File: src/rtl/i2c_cfg_pkg.sv
package i2c_cfg_pkg;
  localparam int unsigned BYTE_W = 8;

  typedef enum logic [3:0] {
    ST_IDLE,
    ST_ADDR,
    ST_ADDR_ACK,
    ST_PTR,
    ST_PTR_ACK,
    ST_WDATA,
    ST_WDATA_ACK,
    ST_RDATA,
    ST_RDATA_ACK,
    ST_WAIT
  } tgt_state_e;
endpackage

File: src/rtl/i2c_bus_events.sv
module i2c_bus_events (
  input  logic clk_i,
  input  logic rst_ni,
  input  logic scl_i,
  input  logic sda_i,
  output logic scl_rise_o,
  output logic scl_fall_o,
  output logic start_o,
  output logic stop_o
);
  logic scl_q, sda_q;

  always_ff @(posedge clk_i or negedge rst_ni) begin
    if (!rst_ni) begin
      scl_q <= 1'b1;
      sda_q <= 1'b1;
    end else begin
      scl_q <= scl_i;
      sda_q <= sda_i;
    end
  end

  assign scl_rise_o = scl_i & ~scl_q;
  assign scl_fall_o = ~scl_i & scl_q;
  // SDA edges count as conditions only with SCL high on both samples
  assign start_o    = scl_i & scl_q & sda_q & ~sda_i;
  assign stop_o     = scl_i & scl_q & ~sda_q & sda_i;
endmodule

File: src/rtl/i2c_byte_shifter.sv
module i2c_byte_shifter #(
  parameter int unsigned W = 8
) (
  input  logic         clk_i,
  input  logic         rst_ni,
  input  logic         shift_i,
  input  logic         bit_i,
  input  logic         load_i,
  input  logic [W-1:0] load_val_i,
  input  logic         cnt_en_i,
  input  logic         cnt_clr_i,
  output logic [W-1:0] data_o,
  output logic         cnt_last_o
);
  localparam int unsigned CW = (W > 1) ? $clog2(W) : 1;

  logic [W-1:0]  data_q;
  logic [CW-1:0] cnt_q;

  always_ff @(posedge clk_i or negedge rst_ni) begin
    if (!rst_ni) begin
      data_q <= '0;
    end else if (load_i) begin
      data_q <= load_val_i;
    end else if (shift_i) begin
      data_q <= {data_q[W-2:0], bit_i};
    end
  end

  always_ff @(posedge clk_i or negedge rst_ni) begin
    if (!rst_ni) begin
      cnt_q <= '0;
    end else if (cnt_clr_i) begin
      cnt_q <= '0;
    end else if (cnt_en_i) begin
      cnt_q <= (cnt_q == CW'(W - 1)) ? '0 : cnt_q + 1'b1;
    end
  end

  assign data_o     = data_q;
  assign cnt_last_o = (cnt_q == CW'(W - 1));
endmodule

File: src/rtl/i2c_target_fsm.sv
module i2c_target_fsm
  import i2c_cfg_pkg::*;
#(
  parameter int unsigned DEV_W = 7
) (
  input  logic              clk_i,
  input  logic              rst_ni,
  input  logic              scl_rise_i,
  input  logic              scl_fall_i,
  input  logic              start_i,
  input  logic              stop_i,
  input  logic              sda_i,
  input  logic [BYTE_W-1:0] rx_byte_i,
  input  logic              cnt_last_i,
  input  logic [DEV_W-1:0]  dev_addr_i,
  output logic              shift_en_o,
  output logic              shift_bit_o,
  output logic              load_en_o,
  output logic              cnt_en_o,
  output logic              cnt_clr_o,
  output logic              sda_oe_o,
  output logic              we_o,
  output logic [BYTE_W-1:0] wdata_o,
  output logic [BYTE_W-1:0] ptr_o
);
  tgt_state_e        state_q, state_d;
  logic              done_q, done_d;
  logic              rw_q, rw_d;
  logic              mack_q, mack_d;
  logic              we_q, we_d;
  logic [BYTE_W-1:0] wdata_q, wdata_d;
  logic [BYTE_W-1:0] ptr_q, ptr_d;
  logic              rx_phase;

  assign rx_phase = (state_q == ST_ADDR) || (state_q == ST_PTR) || (state_q == ST_WDATA);

  always_comb begin
    state_d     = state_q;
    done_d      = done_q;
    rw_d        = rw_q;
    mack_d      = mack_q;
    we_d        = 1'b0;
    wdata_d     = wdata_q;
    ptr_d       = ptr_q;
    shift_en_o  = 1'b0;
    shift_bit_o = sda_i;
    load_en_o   = 1'b0;
    cnt_en_o    = 1'b0;
    cnt_clr_o   = 1'b0;

    if (stop_i) begin
      state_d   = ST_IDLE;
      done_d    = 1'b0;
      cnt_clr_o = 1'b1;
    end else if (start_i) begin
      state_d   = ST_ADDR;
      done_d    = 1'b0;
      cnt_clr_o = 1'b1;
    end else if (rx_phase) begin
      if (scl_rise_i && !done_q) begin
        shift_en_o = 1'b1;
        cnt_en_o   = 1'b1;
        if (cnt_last_i) done_d = 1'b1;
      end else if (scl_fall_i && done_q) begin
        // byte complete: act on it once SCL is low
        done_d    = 1'b0;
        cnt_clr_o = 1'b1;
        if (state_q == ST_ADDR) begin
          if (rx_byte_i[BYTE_W-1:1] == dev_addr_i) begin
            rw_d    = rx_byte_i[0];
            state_d = ST_ADDR_ACK;
          end else begin
            state_d = ST_WAIT;
          end
        end else if (state_q == ST_PTR) begin
          ptr_d   = rx_byte_i;
          state_d = ST_PTR_ACK;
        end else begin
          we_d    = 1'b1;
          wdata_d = rx_byte_i;
          state_d = ST_WDATA_ACK;
        end
      end
    end else begin
      case (state_q)
        ST_ADDR_ACK: begin
          if (scl_fall_i) begin
            if (rw_q) begin
              state_d   = ST_RDATA;
              load_en_o = 1'b1;
            end else begin
              state_d = ST_PTR;
            end
          end
        end
        ST_PTR_ACK, ST_WDATA_ACK: begin
          if (scl_fall_i) state_d = ST_WDATA;
        end
        ST_RDATA: begin
          if (scl_fall_i) begin
            if (cnt_last_i) begin
              state_d   = ST_RDATA_ACK;
              cnt_clr_o = 1'b1;
            end else begin
              shift_en_o  = 1'b1;
              shift_bit_o = 1'b1;
              cnt_en_o    = 1'b1;
            end
          end
        end
        ST_RDATA_ACK: begin
          if (scl_rise_i) mack_d = ~sda_i;
          if (scl_fall_i) begin
            if (mack_q) begin
              state_d   = ST_RDATA;
              load_en_o = 1'b1;
            end else begin
              state_d = ST_WAIT;
            end
          end
        end
        default: ;
      endcase
    end
  end

  always_ff @(posedge clk_i or negedge rst_ni) begin
    if (!rst_ni) begin
      state_q <= ST_IDLE;
      done_q  <= 1'b0;
      rw_q    <= 1'b0;
      mack_q  <= 1'b0;
      we_q    <= 1'b0;
      wdata_q <= '0;
      ptr_q   <= '0;
    end else begin
      state_q <= state_d;
      done_q  <= done_d;
      rw_q    <= rw_d;
      mack_q  <= mack_d;
      we_q    <= we_d;
      wdata_q <= wdata_d;
      ptr_q   <= ptr_d;
    end
  end

  // decoded from registered state and shift data; both move only after an SCL fall
  assign sda_oe_o = (state_q == ST_ADDR_ACK) || (state_q == ST_PTR_ACK) ||
                    (state_q == ST_WDATA_ACK) ||
                    ((state_q == ST_RDATA) && !rx_byte_i[BYTE_W-1]);
  assign we_o    = we_q;
  assign wdata_o = wdata_q;
  assign ptr_o   = ptr_q;
endmodule

File: src/rtl/i2c_cfg_target.sv
module i2c_cfg_target
  import i2c_cfg_pkg::*;
#(
  parameter int unsigned   STRAP_W  = 3,
  parameter int unsigned   PREFIX_W = 4,
  parameter logic [PREFIX_W-1:0] PREFIX = 4'b1001
) (
  input  logic              clk_i,
  input  logic              rst_ni,
  input  logic              scl_i,
  input  logic              sda_i,
  input  logic [STRAP_W-1:0] strap_i,
  output logic              sda_oe_o,
  output logic              reg_we_o,
  output logic [BYTE_W-1:0] reg_waddr_o,
  output logic [BYTE_W-1:0] reg_wdata_o,
  output logic [BYTE_W-1:0] reg_raddr_o,
  input  logic [BYTE_W-1:0] reg_rdata_i
);
  localparam int unsigned DEV_W = PREFIX_W + STRAP_W;

  logic scl_rise, scl_fall, start_c, stop_c;
  logic shift_en, shift_bit, load_en, cnt_en, cnt_clr, cnt_last;
  logic [BYTE_W-1:0] shreg, ptr;
  logic [DEV_W-1:0]  dev_addr;

  assign dev_addr = {PREFIX, strap_i};

  i2c_bus_events u_events (
    .clk_i      (clk_i),
    .rst_ni     (rst_ni),
    .scl_i      (scl_i),
    .sda_i      (sda_i),
    .scl_rise_o (scl_rise),
    .scl_fall_o (scl_fall),
    .start_o    (start_c),
    .stop_o     (stop_c)
  );

  i2c_byte_shifter #(.W(BYTE_W)) u_shift (
    .clk_i      (clk_i),
    .rst_ni     (rst_ni),
    .shift_i    (shift_en),
    .bit_i      (shift_bit),
    .load_i     (load_en),
    .load_val_i (reg_rdata_i),
    .cnt_en_i   (cnt_en),
    .cnt_clr_i  (cnt_clr),
    .data_o     (shreg),
    .cnt_last_o (cnt_last)
  );

  i2c_target_fsm #(.DEV_W(DEV_W)) u_fsm (
    .clk_i       (clk_i),
    .rst_ni      (rst_ni),
    .scl_rise_i  (scl_rise),
    .scl_fall_i  (scl_fall),
    .start_i     (start_c),
    .stop_i      (stop_c),
    .sda_i       (sda_i),
    .rx_byte_i   (shreg),
    .cnt_last_i  (cnt_last),
    .dev_addr_i  (dev_addr),
    .shift_en_o  (shift_en),
    .shift_bit_o (shift_bit),
    .load_en_o   (load_en),
    .cnt_en_o    (cnt_en),
    .cnt_clr_o   (cnt_clr),
    .sda_oe_o    (sda_oe_o),
    .we_o        (reg_we_o),
    .wdata_o     (reg_wdata_o),
    .ptr_o       (ptr)
  );

  assign reg_waddr_o = ptr;
  assign reg_raddr_o = ptr;
endmodule

File: config.mk
export PLATFORM = sky130hd
export DESIGN_NAME = i2c_cfg_target
export DESIGN_NICKNAME = d
export VERILOG_FILES = /design/src/rtl/i2c_cfg_pkg.sv /design/src/rtl/i2c_bus_events.sv /design/src/rtl/i2c_byte_shifter.sv /design/src/rtl/i2c_target_fsm.sv /design/src/rtl/i2c_cfg_target.sv
export SDC_FILE = /design/constraint.sdc
export NUM_CORES = 1
export LEC_CHECK = 0
export BUFFER_PORTS_ARGS = -buffer_cell sky130_fd_sc_hd__buf_2
export CAP_MARGIN = 20
export CELL_PAD_IN_SITES_DETAIL_PLACEMENT = 1
export CELL_PAD_IN_SITES_GLOBAL_PLACEMENT = 1
export CORE_MARGIN = 2
export CORE_UTILIZATION = 45
export CTS_CLUSTER_DIAMETER = 100
export CTS_CLUSTER_SIZE = 40
export DETAILED_ROUTE_END_ITERATION = 10
export PLACE_DENSITY_LB_ADDON = 0.1
export SLEW_MARGIN = 20
export SYNTH_ARGS = -nofsm -noshare
export SYNTH_HDL_FRONTEND = slang
export SYNTH_SLANG_ARGS = --single-unit
File: constraint.sdc
create_clock -name clk_i -period 3.3 [get_ports clk_i]
set_input_delay 0 -clock clk_i [delete_from_list [all_inputs] [get_ports clk_i]]
set_output_delay 0 -clock clk_i [all_outputs]
set_load 0.05 [all_outputs]
# Word-level counts from Yosys, hierarchy flattened
# Index checks and enable logic that the tools add are counted.
[totals]
regBits = 37
input_bits = 15
output_inout_bits = 26
word_cells = 132
[classes]
addsub = 1
n_eq_ne = 18
mux = 63
bitwise = 17
reduce_logical = 22
[ops]
columns = ["cell", "n"]
rows = [
  ["2-to-1 mux 4 bit", 13],
  ["2-to-1 mux 1 bit", 41],
  ["AND reduction 7 bit", 3],
  ["!= test 5 x 3 -> 1 bit, second input constant", 4],
  ["equality test 4 x 3 -> 1 bit, second input constant", 4],
  ["2-to-1 mux 8 bit", 2],
  ["case mux 4 bit (4 select lines)", 1],
  ["2-to-1 mux 3 bit", 4],
  ["!= test 4 bit, second input constant", 3],
  ["NOT 1 bit", 10],
  ["equality test 4 x 2 -> 1 bit, second input constant", 2],
  ["AND reduction 8 bit", 1],
  ["bitwise AND 1 bit", 7],
  ["equality test 7 bit", 1],
  ["nonzero test 7 bit", 1],
  ["logical OR 1 bit", 5],
  ["!= test 5 x 4 -> 1 bit, second input constant", 1],
  ["AND reduction 5 bit", 1],
  ["equality test 4 x 1 -> 1 bit, second input constant", 1],
  ["equality test 4 bit, second input constant", 1],
  ["nonzero test 2 bit", 2],
  ["nonzero test 4 bit", 1],
  ["adder 3 x 1 -> 3 bit, second input constant", 1],
  ["equality test 3 bit, second input constant", 1],
  ["7 further kinds", 10],
]

# Logic depth before layout (Yosys ltp)
# Gate-level depths: netlist (run 1).
[depth]
depth_word = 9
mapped_depth = 7
mapped_depth_nobuf = 7

# Hierarchy
# Synthesis (run 1) repeated with hierarchy kept, for this count alone.
[hier_totals]
hier_cells = 185
area_unflattened_um2 = 2038.2
[by_module_without_submodules]
columns = ["mod", "instances", "cells_per_inst", "area_per_inst_um2", "seq_area_each_um2"]
rows = [
  ["i2c_target_fsm", 1, 123, 1371.3, 600.6],
  ["i2c_byte_shifter", 1, 46, 514.2, 275.3],
  ["i2c_bus_events", 1, 6, 85.1, 52.6],
  ["i2c_cfg_target", 1, 10, 67.6, 0.0],
]

# Least setup slack after synthesis (run 1)
# OpenSTA, ideal clock, no wires.
[synth_timing]
path_type = "reg2reg"
start = "reg u_shift.cnt_q[0]"
end = "reg u_fsm.state_q[3]"
setup_ns = 0.120
t_arrival_ns = 1.654
t_required_ns = 3.180
setup_slack_ns = 1.526
stages_incl_launch_ff = 8
n_path_buf = 0
period_less_slack_ns = 1.774
cell_sequence = "dfrtp_1 ha_1 ha_1 and3_1 o21a_1 o21ai_2 nor3_1 a31o_2"
[synth_between]
elab_chain_len = 3
[synth_lines]
columns = ["element", "line", "text"]
rows = [
  ["start: declaration", "i2c_byte_shifter.sv:18", "logic [CW-1:0] cnt_q;"],
  ["start signal: assignment", "i2c_byte_shifter.sv:36", "cnt_q <= (cnt_q == CW'(W - 1)) ? '0 : cnt_q + 1'b1;"],
  ["equality test 3 bit", "i2c_byte_shifter.sv:41", "assign cnt_last_o = (cnt_q == CW'(W - 1));"],
  ["!= test 5 x 4 -> 1 bit (no source line)", "--", ""],
  ["AND reduction 8 bit (no source line)", "--", ""],
  ["end signal: assignment", "i2c_target_fsm.sv:137", "state_q <= state_d;"],
  ["end: declaration", "i2c_target_fsm.sv:26", "tgt_state_e state_q, state_d;"],
]
# No other way between the ends.
# A chain may end at the register's enable or synchronous reset.

# Worst setup path after layout (run 1)
[layout_timing]
start = "reg u_shift.cnt_q[0]"
end = "reg u_fsm.state_q[0]"
# Same word-level chain as after synthesis.

==> flow_summary.json, run 1 <==
{
  "status": "complete, no violations",
  "path_max_fanout": 5,
  "area_growth_pct": 18.1,
  "antenna_cells": 0,
  "grtUsageMet1": 0.280,
  "regToRegSetupSlack_ns": 1.21,
  "worst_slew_pin_slew_ns": 0.826,
  "die-area_mm2": 0.00498,
  "rsz0062_at_grt": "no",
  "comb_power_share": 0.100,
  "synth-seq-cells": 37,
  "p_seq_frac": 0.505,
  "die_w_um": 70.6,
  "rr_startpoint": "u_shift.cnt_q[0]$_DFFE_PN0P_",
  "worst_slew_margin_rel": 0.449,
  "finalMaxSlewViolations": 0,
  "totalWireLength_um": 4820,
  "power_density_mw_per_mm2": 437,
  "io_buffers": 40,
  "setup_ws_ns": 1.21,
  "tns_ns": 0,
  "ys_seq_area_frac": 0.466,
  "gp_congestion": 0.833,
  "cp_top_family": "compound AO/OA/AOI/OAI gates",
  "leakage_nw": 1.11,
  "grt_use_total": 0.209,
  "num-fill-cells": 501,
  "cts-root-buf": "clkbuf_8",
  "rows": 24,
  "whs_ns": 0.340,
  "vias_per_cell": 5.49,
  "cp.depth": 7,
  "netlist_instances": 183,
  "critPathKind": "reg2reg",
  "nNetsFinal": 242,
  "synth_cell_type_count": 48,
  "grt_pass1_vias": 1599,
  "grtUsageMet3": 0.0442,
  "grt_max_degree": 38,
  "grt_pass1_wl_um": 8140,
  "final-hold-violation-count": 0,
  "cts_resized": 0,
  "antenna_found_initial": 0,
  "die_h_um": 70.6,
  "cp_num_buf_inv": 0,
  "synth_most_common_cell": "dfrtp_1",
  "top_usage_layer": "met2",
  "critPathCapture": "u_fsm.state_q[0]$_DFFE_PN0P_",
  "drive_gt1_frac": 0.345,
  "p_int_uw": 779,
  "finalCritPeriodShare": 0.632,
  "cp.arrival_ns": 2.31,
  "timing.critical_path.to_type": "register",
  "start_util": 0.461,
  "synth_area_leaders": "dfrtp_1 44%, mux2_2 9.0%, mux2i_1 5.5%, buf_4 3.4%, nand2_1 2.8%",
  "crit_path_max_incr_delay_ns": 0.40,
  "drc": 0,
  "crit_required_ns": 3.52,
  "clkLatencyLatePin_ns": 0.29,
  "fin_crit_ns": 2.09,
  "clock_tree.buffer_depth": 2,
  "hpwl_um": 3300,
  "setup_viol": 0,
  "clkTransAtPathRegs_ns": 0.07,
  "yosysTopAreaCell": "dfrtp_1",
  "async_flop_share": 1.00,
  "crit_path_start_kind": "register",
  "use_met2": 0.343,
  "synthTopCellsByCount": "35 x dfrtp_1, 16 x mux2_2, 15 x nand2_1",
  "synth_flop_cell": "dfrtp_1",
  "dr.pass1.iters": 4,
  "yosysWarningCount": 0,
  "tritoncts": "yes",
  "netlist.area_leader.share": 0.439,
  "grt.overflow.total": 0,
  "synth_area_per_cell_um2": 10.9,
  "path_cells": "ha_1 -> ha_1 -> and3_1 -> o211ai_1 -> a21oi_1 -> o31ai_1 -> and2_1",
  "max_freq_mhz": 479,
  "cts-buffers-inserted": 5,
  "fin_worst_skew_ns": 0.00642,
  "rr_worst_depth": 7,
  "pre_cts_slack_ns": 1.27,
  "htree_levels": 2,
  "clock-sinks": 37,
  "route.antenna.remaining_nets": 0,
  "ir_drop_mv": 0.248,
  "crit_slowest_cell": "dfrtp_1",
  "vias": 1526,
  "synth_edf_count": 0,
  "drv_cap": 0,
  "syn-num-nets": 200,
  "crit_start": "u_shift.cnt_q[0]$_DFFE_PN0P_",
  "pin_count": 41,
  "wl_per_cell_um": 17.3,
  "r2r_end": "u_fsm.state_q[0]$_DFFE_PN0P_",
  "switching_share": 0.242,
  "core_area_mm2": 0.00432,
  "drt_iter0_markers": 81,
  "synth_area_mm2": 0.00199,
  "hp-class": "in2async",
  "cpMostUsedCell": "ha_1",
  "p_sw_uw": 249,
  "clockPowerShare": 0.396
}
==> flip-flops by register name, indices dropped and copies added (netlist names) <==
| register | cells |
|---|---|
| u_events.sda_q | 1 |
| u_fsm.we_o | 1 |
| u_fsm.done_q | 1 |
| u_fsm.state_q | 4 |
| u_fsm.ptr_o | 8 |
| u_shift.cnt_q | 3 |
| u_fsm.mack_q | 1 |
| u_events.scl_q | 1 |
| u_fsm.wdata_o | 8 |
| u_shift.data_o | 8 |
| u_fsm.rw_q | 1 |
==> worst min path at each step <==
stage	cells past startpoint	start	slack (ns)	endpoint
after global placement	1	rst_ni	0.14	u_fsm.state_q[1]$_DFFE_PN0P_
after CTS	6	strap_i[1]	0.36	u_fsm.rw_q$_DFFE_PN0P_
final	2	rst_ni	0.34	u_fsm.state_q[1]$_DFFE_PN0P_
after floorplan	0	rst_ni	-0.30	u_fsm.done_q$_DFFE_PN0P_
after global routing	6	strap_i[1]	0.40	u_fsm.rw_q$_DFFE_PN0P_
after detailed placement	1	rst_ni	0.15	u_fsm.state_q[2]$_DFFE_PN0P_
==> layout make-up <==
cell class	instances	area, um^2	area share
sequential	37	928	0.394
clock inverter	1	30.0	0.0128
tap	52	65.1	0.0276
inverter	2	7.51	0.00319
timing repair buffer	51	310	0.132
multi-input combinational	128	927	0.394
clock buffer	7	86.3	0.0367
==> power groups by stage <==
stage | Clock [mW] | Combinational (mW) | Sequential [mW]
2_1_floorplan | 0 | 0.0661 | 0.512
3_3_place_gp | 0 | 0.0879 | 0.526
3_5_place_dp | 0 | 0.0941 | 0.527
4_1_cts | 0.419 | 0.104 | 0.518
5_1_grt | 0.436 | 0.116 | 0.524
6_report | 0.407 | 0.102 | 0.519
==> through the flow <==
step / cells / power [mW] / util / area [um^2]
finish: 278 / 1.03 / 0.545 / 2350
global route: 278 / 1.08 / 0.545 / 2350
CTS: 278 / 1.04 / 0.545 / 2350
detailed placement: 259 / 0.621 / 0.492 / 2130
global placement: 259 / 0.614 / 0.492 / 2130
floorplan: 183 / 0.578 / - / 1990
==> placed cells by master, fill, tap and decap left out, drive strengths merged, types with 3 or more instances in the layout <==
cell type	Yosys	final
xnor2	3	3
nand2	15	15
dfrtp	35	35
nor3	4	4
dlygate4sd3	0	11
buf	16	40
nand2b	5	5
nor2	14	14
o21a	3	3
a21oi	4	4
clkbuf	0	7
mux2	17	17
o21ai	15	15
mux2i	11	11
nand3	6	6
==> metal layers <==
layer,routed length (um),vias to the layer above
li1,-,729
met1,2140,758
met2,2420,31
met3,177,8
met4,81,0
met5,0,-
==> cell families (layout without fill, tap and decap cells) <==
family,after synthesis,in the layout,share of synthesized area
and+or+nand+nor,60,60,0.163
buffers and inverters,18,61,0.0691
DFF,37,37,0.466
adders and majority gates,2,2,0.0126
xor gates and xnor gates,4,4,0.0176
muxes,28,28,0.151
AOI/OAI and AO/OA,34,34,0.121
==> what timing repair did <==
item                      in CTS  in global routing
hold endpoints to repair      46                  0
hold buffers                  11                  0
buffers inserted               0                  0
Power figures use the tool's default switching activity.
==> run 2: changes to the inputs <==
CORE_UTILIZATION = 42   (was 45)
clock period = 2.15 ns   (was 3.3 ns; I/O delays follow)
==> run 2 against run 1 <==
  * Clock power up 18%
  * Routed wire length up 4.5%
  * Flip-flop and latch count unchanged
  * Total power up 40%
  * Maximum frequency up 5.2%
  * Final area up 1.2%
  * Register-to-register slack worse by 1.0 ns
  * Sequential power up 53%
  * Critical endpoint is now u_fsm.state_q[3]$_DFFE_PN0P_
  * Largest cell class unchanged
==> flow_summary.json, run 2 (synthesis gave the netlist of run 1 again) <==
{
  "tns_ns": 0,
  "fin_worst_skew_ns": 0.00917,
  "path_max_fanout": 6,
  "setup_viol": 0,
  "crit_path_start_kind": "register",
  "finalCritPeriodShare": 0.922,
  "drive_gt1_frac": 0.358,
  "io_buffers": 40,
  "p_seq_frac": 0.551,
  "ir_drop_mv": 0.369,
  "critPathKind": "reg2reg",
  "comb_power_share": 0.115,
  "leakage_nw": 1.12,
  "antenna_cells": 0,
  "clock_tree.buffer_depth": 2,
  "die-area_mm2": 0.00531,
  "power.total_mw": 1.44,
  "area_growth_pct": 19.5,
  "start_util": 0.428,
  "grt_pass1_wl_um": 8490,
  "vias": 1570,
  "dr.pass1.iters": 4,
  "drv_cap": 0,
  "wl_per_cell_um": 17.6,
  "totalWireLength_um": 5030,
  "hp-start": "strap_i[1]",
  "cts-root-buf": "clkbuf_8",
  "worst_slew_pin_slew_ns": 0.864,
  "holdPathStages": 6,
  "drc": 0,
  "final_common_cell": "buf_2",
  "die_h_um": 72.9,
  "r2r_end": "u_fsm.state_q[3]$_DFFE_PN0P_",
  "hp-class": "in2reg",
  "power_density_mw_per_mm2": 605,
  "holdPathEnd": "u_fsm.rw_q$_DFFE_PN0P_",
  "max_freq_mhz": 504,
  "worst_slew_margin_rel": 0.424,
  "nNetsFinal": 248,
  "finalMaxSlewViolations": 0,
  "status": "complete, no violations",
  "clkLatencyLatePin_ns": 0.29,
  "postCtsSetupRepairBufs": 0,
  "grt_max_degree": 38,
  "gp_congestion": 0.886,
  "final_cell_mix": "40 x buf_2, 35 x dfrtp_1, 16 x mux2_2",
  "regToRegSetupSlack_ns": 0.17,
  "rows": 25,
  "rr_worst_depth": 7,
  "cp.arrival_ns": 2.16,
  "setup_ws_ns": 0.167,
  "htree_levels": 2,
  "route.antenna.remaining_nets": 0,
  "vias_per_cell": 5.49,
  "clkTransAtPathRegs_ns": 0.08,
  "timing.critical_path.to_type": "register",
  "pin_count": 41,
  "drt_iter0_markers": 57,
  "hpwl_um": 3550,
  "grt.overflow.total": 0,
  "fin_crit_ns": 1.98,
  "core_area_mm2": 0.00466,
  "tritoncts": "yes",
  "rr_startpoint": "u_shift.cnt_q[0]$_DFFE_PN0P_",
  "final-hold-violation-count": 0,
  "clockPowerShare": 0.334,
  "grt_pass1_vias": 1656,
  "die_w_um": 72.9,
  "p_int_mw": 1.05,
  "switching_share": 0.271,
  "p_sw_uw": 390,
  "cts-buffers-inserted": 5,
  "rsz0062_at_grt": "no",
  "antenna_found_initial": 0,
  "pre_cts_slack_ns": 0.222,
  "clock-sinks": 37,
  "crit_required_ns": 2.32,
  "grt_use_total": 0.211
}
==> run 2: cell count changes in the layout (fill, tap and decap cells not counted), sizes merged <==
cell and change:
buf +6, bufinv -1, clkinvlp +1
==> run 2: worst max-delay path, cell delays in order, from the launching register on <==
cell     delay, ns
dfrtp_1       0.40
ha_1          0.20
ha_1          0.24
and3_1        0.22
o21a_1        0.19
o21ai_2       0.26
nor3_1        0.12
a31o_2        0.23
==> run 2: cell type report <==
type,count,area [um^2]
Multi-Input combinational cell,128,927
Sequential cell,37,928
Tap cell,54,67.6
Clock inverter,1,7.51
Timing Repair Buffer,57,368
Fill cell,530,2280
Clock buffer,7,76.3
Inverter,2,7.51
==> run 2: worst max-delay path by stage <==
stage	from	endpoint	slack, ns	cells after the start
finish	u_shift.cnt_q[0]$_DFFE_PN0P_	u_fsm.state_q[3]$_DFFE_PN0P_	0.17	7
global route	u_shift.cnt_q[0]$_DFFE_PN0P_	u_fsm.state_q[3]$_DFFE_PN0P_	0.05	7
floorplan	u_shift.cnt_q[0]$_DFFE_PN0P_	u_fsm.state_q[3]$_DFFE_PN0P_	0.38	7
CTS	u_shift.cnt_q[0]$_DFFE_PN0P_	u_fsm.state_q[3]$_DFFE_PN0P_	0.17	7
global placement	u_shift.cnt_q[0]$_DFFE_PN0P_	u_fsm.state_q[0]$_DFFE_PN0P_	0.29	7
detailed placement	u_shift.cnt_q[0]$_DFFE_PN0P_	u_fsm.state_q[3]$_DFFE_PN0P_	0.22	7
==> run 2: per-stage QoR <==
step | instances | area (um^2) | utilization | hold WS (ns)
after global placement | 267 | 2190 | 0.470 | 0.148
after detailed placement | 267 | 2190 | 0.470 | 0.151
final | 286 | 2380 | 0.511 | 0.350
after CTS | 286 | 2380 | 0.511 | 0.353
after floorplan | 183 | 1990 | - | -0.296
after global routing | 286 | 2380 | 0.511 | 0.408
==> run 2: power by group through the flow <==
stage / logic, mW / registers (mW) / clock network [mW]
floorplan: 0.101 / 0.786 / 0
global placement: 0.143 / 0.804 / 0
detailed placement: 0.152 / 0.807 / 0
CTS: 0.167 / 0.794 / 0.492
global route: 0.182 / 0.801 / 0.526
finish: 0.166 / 0.794 / 0.481
==> run 2: routing by layer <==
metal | vias up | GRT usage | share of wire
met3 | 8 | 0.0497 | 0.032
li1 | 738 | - | -
met1 | 793 | 0.262 | 0.43
met5 | - | 0 | 0
met4 | 0 | 0.0720 | 0.015
met2 | 31 | 0.362 | 0.52
==> run 2: timing repair <==
item                                   CTS  global route
endpoints found under the hold margin   45             0
hold buffers                            11             0
gates resized for setup                  0             0
